$ cat src/rtl/burst_pkg.sv
package burst_pkg;

    // Burst-length codes presented on len_i
    typedef enum logic [2:0] {
        BL_ONE   = 3'd0,
        BL_TWO   = 3'd1,
        BL_FOUR  = 3'd2,
        BL_EIGHT = 3'd3,
        BL_PAGE  = 3'd7
    } blen_code_e;

    // Largest fixed burst is 8 beats: 3 low bits may move
    localparam int unsigned MAX_FIXED_LOG2 = 3;

endpackage

$ cat src/rtl/burst_len_decode.sv
module burst_len_decode
    import burst_pkg::*;
#(
    parameter int unsigned COL_W = 10
) (
    input  logic [2:0]       len_i,
    input  logic             ilv_i,
    output logic [COL_W-1:0] mask_o,
    output logic             full_o
);

    localparam logic [COL_W-1:0] ALL_ONES = {COL_W{1'b1}};
    localparam logic [COL_W-1:0] MASK_8   = ~(ALL_ONES << MAX_FIXED_LOG2);

    always_comb begin
        mask_o = '0;
        full_o = 1'b0;
        unique case (len_i)
            BL_ONE, BL_TWO, BL_FOUR, BL_EIGHT: begin
                mask_o = ~(ALL_ONES << len_i[1:0]);
            end
            BL_PAGE: begin
                // page length is only legal for linear ordering
                if (ilv_i) begin
                    mask_o = MASK_8;
                end else begin
                    mask_o = ALL_ONES;
                    full_o = 1'b1;
                end
            end
            default: begin
                mask_o = '0;   // reserved codes behave as a single beat
            end
        endcase
    end

endmodule

$ cat src/rtl/burst_addr_calc.sv
module burst_addr_calc #(
    parameter int unsigned COL_W = 10
) (
    input  logic [COL_W-1:0] base_i,
    input  logic [COL_W-1:0] beat_i,
    input  logic [COL_W-1:0] mask_i,
    input  logic             ilv_i,
    output logic [COL_W-1:0] col_o
);

    logic [COL_W-1:0] lin_sum;
    logic [COL_W-1:0] ilv_mix;
    logic [COL_W-1:0] moved;

    assign lin_sum = base_i + beat_i;
    assign ilv_mix = base_i ^ beat_i;

    // per bit: bits inside the mask move, bits above it hold the start value
    for (genvar b = 0; b < COL_W; b++) begin : g_bit
        assign moved[b] = ilv_i ? ilv_mix[b] : lin_sum[b];
        assign col_o[b] = mask_i[b] ? moved[b] : base_i[b];
    end

endmodule

$ cat src/rtl/burst_col_gen.sv
module burst_col_gen
    import burst_pkg::*;
#(
    parameter int unsigned COL_W = 10
) (
    input  logic             clk,
    input  logic             rst_n,
    input  logic             start_i,
    input  logic [COL_W-1:0] col_start_i,
    input  logic [2:0]       len_i,
    input  logic             ilv_i,
    input  logic             stop_i,
    output logic             valid_o,
    output logic [COL_W-1:0] col_o,
    output logic             last_o
);

    localparam int unsigned HOLD_LSB = MAX_FIXED_LOG2;

    typedef struct packed {
        logic             active;
        logic             ilv;
        logic             full;
        logic [COL_W-1:0] base;
        logic [COL_W-1:0] beat;
        logic [COL_W-1:0] mask;
    } seq_state_t;

    seq_state_t st_d, st_q;

    logic [COL_W-1:0] new_mask;
    logic             new_full;
    logic [COL_W-1:0] cur_col;
    logic             at_end;

    burst_len_decode #(.COL_W(COL_W)) u_dec (
        .len_i  (len_i),
        .ilv_i  (ilv_i),
        .mask_o (new_mask),
        .full_o (new_full)
    );

    burst_addr_calc #(.COL_W(COL_W)) u_calc (
        .base_i (st_q.base),
        .beat_i (st_q.beat),
        .mask_i (st_q.mask),
        .ilv_i  (st_q.ilv),
        .col_o  (cur_col)
    );

    assign at_end = st_q.active && !st_q.full && (st_q.beat == st_q.mask);

    always_comb begin
        st_d = st_q;
        if (start_i) begin
            st_d.active = 1'b1;
            st_d.ilv    = ilv_i && !new_full;
            st_d.full   = new_full;
            st_d.base   = col_start_i;
            st_d.beat   = '0;
            st_d.mask   = new_mask;
        end else if (stop_i) begin
            st_d.active = 1'b0;
            st_d.beat   = '0;
        end else if (st_q.active) begin
            if (at_end) begin
                st_d.active = 1'b0;
                st_d.beat   = '0;
            end else begin
                st_d.beat = st_q.beat + 1'b1;   // page mode wraps naturally
            end
        end
    end

    always_ff @(posedge clk) begin
        if (!rst_n) begin
            st_q <= '0;
        end else begin
            st_q <= st_d;
        end
    end

    assign valid_o = st_q.active;
    assign col_o   = cur_col;
    assign last_o  = at_end;

    AST_LAST_WITH_VALID: assert property (@(posedge clk) disable iff (!rst_n)
        last_o |-> valid_o);

    AST_START_LOADS: assert property (@(posedge clk) disable iff (!rst_n)
        start_i |=> (valid_o && col_o == $past(col_start_i)));

    AST_STOP_ENDS: assert property (@(posedge clk) disable iff (!rst_n)
        (stop_i && !start_i) |=> !valid_o);

    AST_PAGE_NO_LAST: assert property (@(posedge clk) disable iff (!rst_n)
        (valid_o && st_q.full) |-> !last_o);

    AST_UPPER_HELD: assert property (@(posedge clk) disable iff (!rst_n)
        (valid_o && !st_q.full && !last_o && !start_i && !stop_i)
        |=> (col_o[COL_W-1:HOLD_LSB] == $past(col_o[COL_W-1:HOLD_LSB])));

    AST_END_DROPS: assert property (@(posedge clk) disable iff (!rst_n)
        (last_o && !start_i) |=> !valid_o);

endmodule

$ cat config.mk
export PLATFORM = sky130hd
export DESIGN_NAME = burst_col_gen
export DESIGN_NICKNAME = d
export VERILOG_FILES = /design/src/rtl/burst_pkg.sv /design/src/rtl/burst_len_decode.sv /design/src/rtl/burst_addr_calc.sv /design/src/rtl/burst_col_gen.sv
export SDC_FILE = /design/constraint.sdc
export NUM_CORES = 1
export LEC_CHECK = 0
export ABC_CLOCK_PERIOD_IN_PS = 1700
export BUFFER_PORTS_ARGS = -buffer_cell sky130_fd_sc_hd__buf_2
export CORE_ASPECT_RATIO = 1.1
export CORE_MARGIN = 3
export CORE_UTILIZATION = 40
export DETAILED_ROUTE_END_ITERATION = 10
export PLACE_DENSITY = 0.74
export SETUP_SLACK_MARGIN = 0.02
export SYNTH_ARGS = -nofsm -noshare
export SYNTH_HDL_FRONTEND = slang
export SYNTH_SLANG_ARGS = --single-unit
$ cat constraint.sdc
create_clock -name clk -period 1.7 [get_ports clk]
set_input_delay 0.085 -clock clk [delete_from_list [all_inputs] [get_ports clk]]
set_output_delay 0.085 -clock clk [all_outputs]
set_load 0.02 [all_outputs]
After elaboration in Yosys (flattened, before gate mapping):

Cells that the tools add are included.

* word-level logic and storage cells: 54
* register bits after elaboration: 33
* output and inout port bits: 12
* input port bits: 18

* muxes and demuxes: 29
* reductions and logical operators: 8
* eq/ne operators: 5
* add/sub/neg operators: 2
* bitwise gates (word level): 3
* shift operators: 1

Operators with widths (count)
* $mux 1: 26
* $mux 10: 2
* $pmux 10 s2: 1
* $add 10x1->10 const B: 1
* $add 10x10->10: 1
* $eq 10x10->1: 1
* $not 10->10: 1
* $shl 10x2->10 const A: 1
* $xor 10x10->10: 1
* $eq 3x2->1 const B: 2
* $reduce_or 4->1: 1
* $eq 3x1->1 const B: 1
* $eq 3x3->1 const B: 1
* $logic_and 1x1->1: 3
* $logic_not 3->1: 1
* $reduce_or 3->1: 1
* $logic_not 1->1: 2
* $not 1->1: 1

Logic depth before layout (Yosys ltp):

* word-level depth: 7
* mapped depth: 7
* gate-level depth less buffers: 7

Modules after synthesis:

A second synthesis with hierarchy kept.

* cell total of the unflattened synthesis: 235
* area total of the unflattened synthesis: 2132.0 µm²

By module, submodules not included
* burst_col_gen: cells an instance 146, area each 1482.7 µm², sequential area each 660.6 µm², instances 1
* burst_addr_calc: cells an instance 77, area each 554.3 µm², sequential area each 0.0 µm², instances 1
* burst_len_decode: cells an instance 12, area each 95.1 µm², sequential area each 0.0 µm², instances 1

Worst setup path after synthesis:

Ideal clock, no wire load.

* path kind: reg2out
* from: register st_q[10] (netlist bit)
* to: output port col_o[6]
* stages on the path, launching flop included: 8
* path buffers: 0
* data arrival time: 1.992 ns
* data required time: 1.615 ns
* slack: -0.377 ns
* path through: dfxtp_1 -> ha_1 -> fa_1 -> a211oi_1 -> o21bai_1 -> a21oi_1 -> o21ai_0 -> a31oi_1

* longest elaborated chain between the ends: 3

RTL lines
* start: declaration: RTL line burst_col_gen.sv:29 `seq_state_t st_d, st_q;`
* start signal: assignment: RTL line burst_col_gen.sv:79 `st_q <= st_d;`
* $add 10x10->10: RTL line burst_addr_calc.sv:15 `assign lin_sum = base_i + beat_i;`
* $mux 1: RTL line burst_addr_calc.sv:20 `assign moved[b] = ilv_i ? ilv_mix[b] : lin_sum[b];`
* $mux 1: RTL line burst_addr_calc.sv:21 `assign col_o[b] = mask_i[b] ? moved[b] : base_i[b];`
* end: declaration: RTL line burst_col_gen.sv:14 `output logic [COL_W-1:0] col_o,`

Every way passes these cells.

Worst setup path in the final report:

* from: register st_q[21] (netlist bit)
* to: output port col_o[9]

Same word-level chain as after synthesis.

==> results.cfg <==
[placement]
io_buffers = 29
dpl.hpwl_microns = 3750
place_congestion = 0.927

[timing]
period_needed_ns = 2.28
slew_headroom_pct = 75.3
slew_viol_final = 0
fmax_mhz = 438
whs_ns = 0.0581
finClkSkew_ns = 0.00693
hold_viol_final = 0
rsz0062_at_grt = true
worstMarginPinSlew_ns = 0.361
tns_ns = -4.81
period_share_pct = 134
setup_violations = 20
fin_ws_ns = -0.581

[synth]
postSynthNetCount = 239
synth_top_flop_cell = dfxtp_1
synth_edf_count = 0
syn_inst = 210
ys_async_sr_fraction_pct = 0
synth_cell_types = 50
syn_avg_cell_area_sq_um = 8.56
ys_seq_area_share_pct = 28.9
synth-seq-cells = 26
yosys_warnings = 0
synth_area_sq_um = 1800

[routing]
routedWlPerCell_microns = 15.2
num_vias = 1897
viasPerCell = 5.51
drc = 0
dr.pass1.iters = 4
ant_nets = 0
wl_microns = 5240
drt_iter0_markers = 81

[floorplanning]
placementRows = 24
die_x_microns = 69.9
fp.coreArea_sq_um = 4140
die_h_microns = 76.3
die_area_sq_um = 5340
boundaryPins = 30
initial_core_util_pct = 43.4

[clocking]
numCtsBuffers = 3
clock-sinks = 26
cts_hold_buf = 0
htreeDepth = 1
cts_tree = yes
clk_pin_slew_ns = 0.10
clk_latency_ns = 0.27
cts_buffer_depth = 2
clockRootBuffer = clkbuf_8

[global_route]
grt_pass1_wl_microns = 8600
grt_pass1_vias = 1843
gr-total-overflow = 0
antenna_found_initial = 0
grt_max_degree = 21
grt_usage_pct = 19.4

[critical_path]
crit_start = st_q[21]
r2r-start = st_q[12]
worst_ep_arrival_time_ns = 2.20
crit_required_ns = 1.62
crit_fanout = 3
startpoint_type = flip-flop
path_class = reg -> out
end_kind = output port

[outcome]
violations = negative setup slack
status = finished with violations

[cells_and_area]
post-route-util_pct = 67.3
drive_above_1_share_pct = 49.3
nNetsFinal = 322
syn2layout_area_growth_pct = 55.1
antenna_cells = 0

[power_and_ir_drop]
cellPowerDensity_nw_per_um2 = 513
ir_worst_vdd_uv = 522
leakage_nw = 1.16

[min_path]
hp-class = in -> reg
hold_start = col_start_i[4]

[run]
maxCapViolCount = 0
[what timing repair did]
action / CTS / global route
resized for setup: 36 / 15
buffers inserted: 7 / 5
setup endpoints to repair: 20 / 20
cloned: 0 / 0
pin swaps: 33 / 20
[cell type report]
cell class | instances | area (sq um)
Tap cell | 52 | 65.1
Timing Repair Buffer | 86 | 636
Inverter | 4 | 15.0
Multi-Input combinational cell | 172 | 1470
Fill cell | 331 | 1360
Sequential cell | 26 | 546
Clock buffer | 4 | 55.1
[worst max-delay path: stages (launching register included)]
cell	delay (ns)
dfxtp_2	0.35
ha_4	0.25
a211oi_4	0.28
o21bai_2	0.11
a21oi_2	0.23
a2111oi_2	0.06
or4_4	0.51
buf_6	0.15
[cells in the mapped netlist (2+ instances only)]
cell	count	area (sq um)
dfxtp_1	26	521
a21oi_1	17	85.1
nor2_1	16	60.1
nor2b_1	14	87.6
mux2i_1	13	130
o21ai_0	13	65.1
ha_1	10	125
nand2_1	10	37.5
clkbuf_1	6	22.5
a32o_1	5	50.1
nor3b_1	5	37.5
xnor2_1	5	43.8
inv_1	4	15.0
nand2b_1	4	25.0
nand3_1	4	20.0
nand3b_1	4	30.0
xor2_1	4	35.0
a21boi_0	3	22.5
a31oi_1	3	18.8
nand4_1	3	18.8
nor4_1	3	18.8
or3_1	3	18.8
a2111oi_0	2	17.5
a211oi_1	2	15.0
a21o_1	2	15.0
nor3_1	2	10.0
o211ai_1	2	15.0
o21bai_1	2	15.0
or3b_2	2	17.5
[where the power goes]
part           internal, mW  switching (mW)
logic                 0.188           0.172
registers             0.626          0.0239
clock network         0.207           0.212
[placed cells by master (no fill, tap or decap), types with 6 or more instances in the layout]
cell,synthesis,layout
a21oi_1,17,10
a21oi_2,0,7
buf_2,1,19
buf_4,0,57
buf_6,0,10
dfxtp_1,26,14
dfxtp_2,0,8
ha_4,0,8
mux2i_1,13,13
nand2_1,10,10
nor2_1,16,16
nor2b_1,14,13
o21ai_0,13,6
[kinds of logic after synthesis]
family | Yosys count | share of synthesized area, %
compound gates | 59 | 21.9
simple gates | 79 | 26.2
fa+ha+maj | 11 | 8.07
mux | 14 | 7.86
buf+inv | 12 | 2.57
xor+xnor | 9 | 4.38
flops | 26 | 28.9
[sequential cells by signal (all words and copies together) (netlist names)]
name / count
st_q: 25
valid_o: 1
[worst paths after layout]
kind	slack, ns	cells after the start	end
min	0.06	3	st_q[24]
max reg2reg	-0.17	7	st_q[12]
max	-0.58	7	col_o[9]
min reg2reg	0.54	2	st_q[1]
[through the flow]
step                      total power, mW  worst slack (ns)  std cells  instance area, sq um
after CTS                            1.43            -0.562        340                  2700
after global routing                 1.50            -0.651        344                  2790
after floorplan                     0.846            -0.117        210                  1950
after detailed placement            0.977            -0.272        332                  2490
final                                1.43            -0.581        344                  2790
after global placement              0.971            -0.267        332                  2490
[metal layers]
layer  wire length (microns)  up-vias  track usage, %  part of all wire (%)
met3                     170        4            3.17                   3.2
met2                    2710       41            36.0                    52
met4                      29        0            2.87                  0.55
met1                    2330      911            23.7                    44
met5                       0        -               0                     0
li1                        -      941               -                     -
Power figures use the tool's default switching activity.
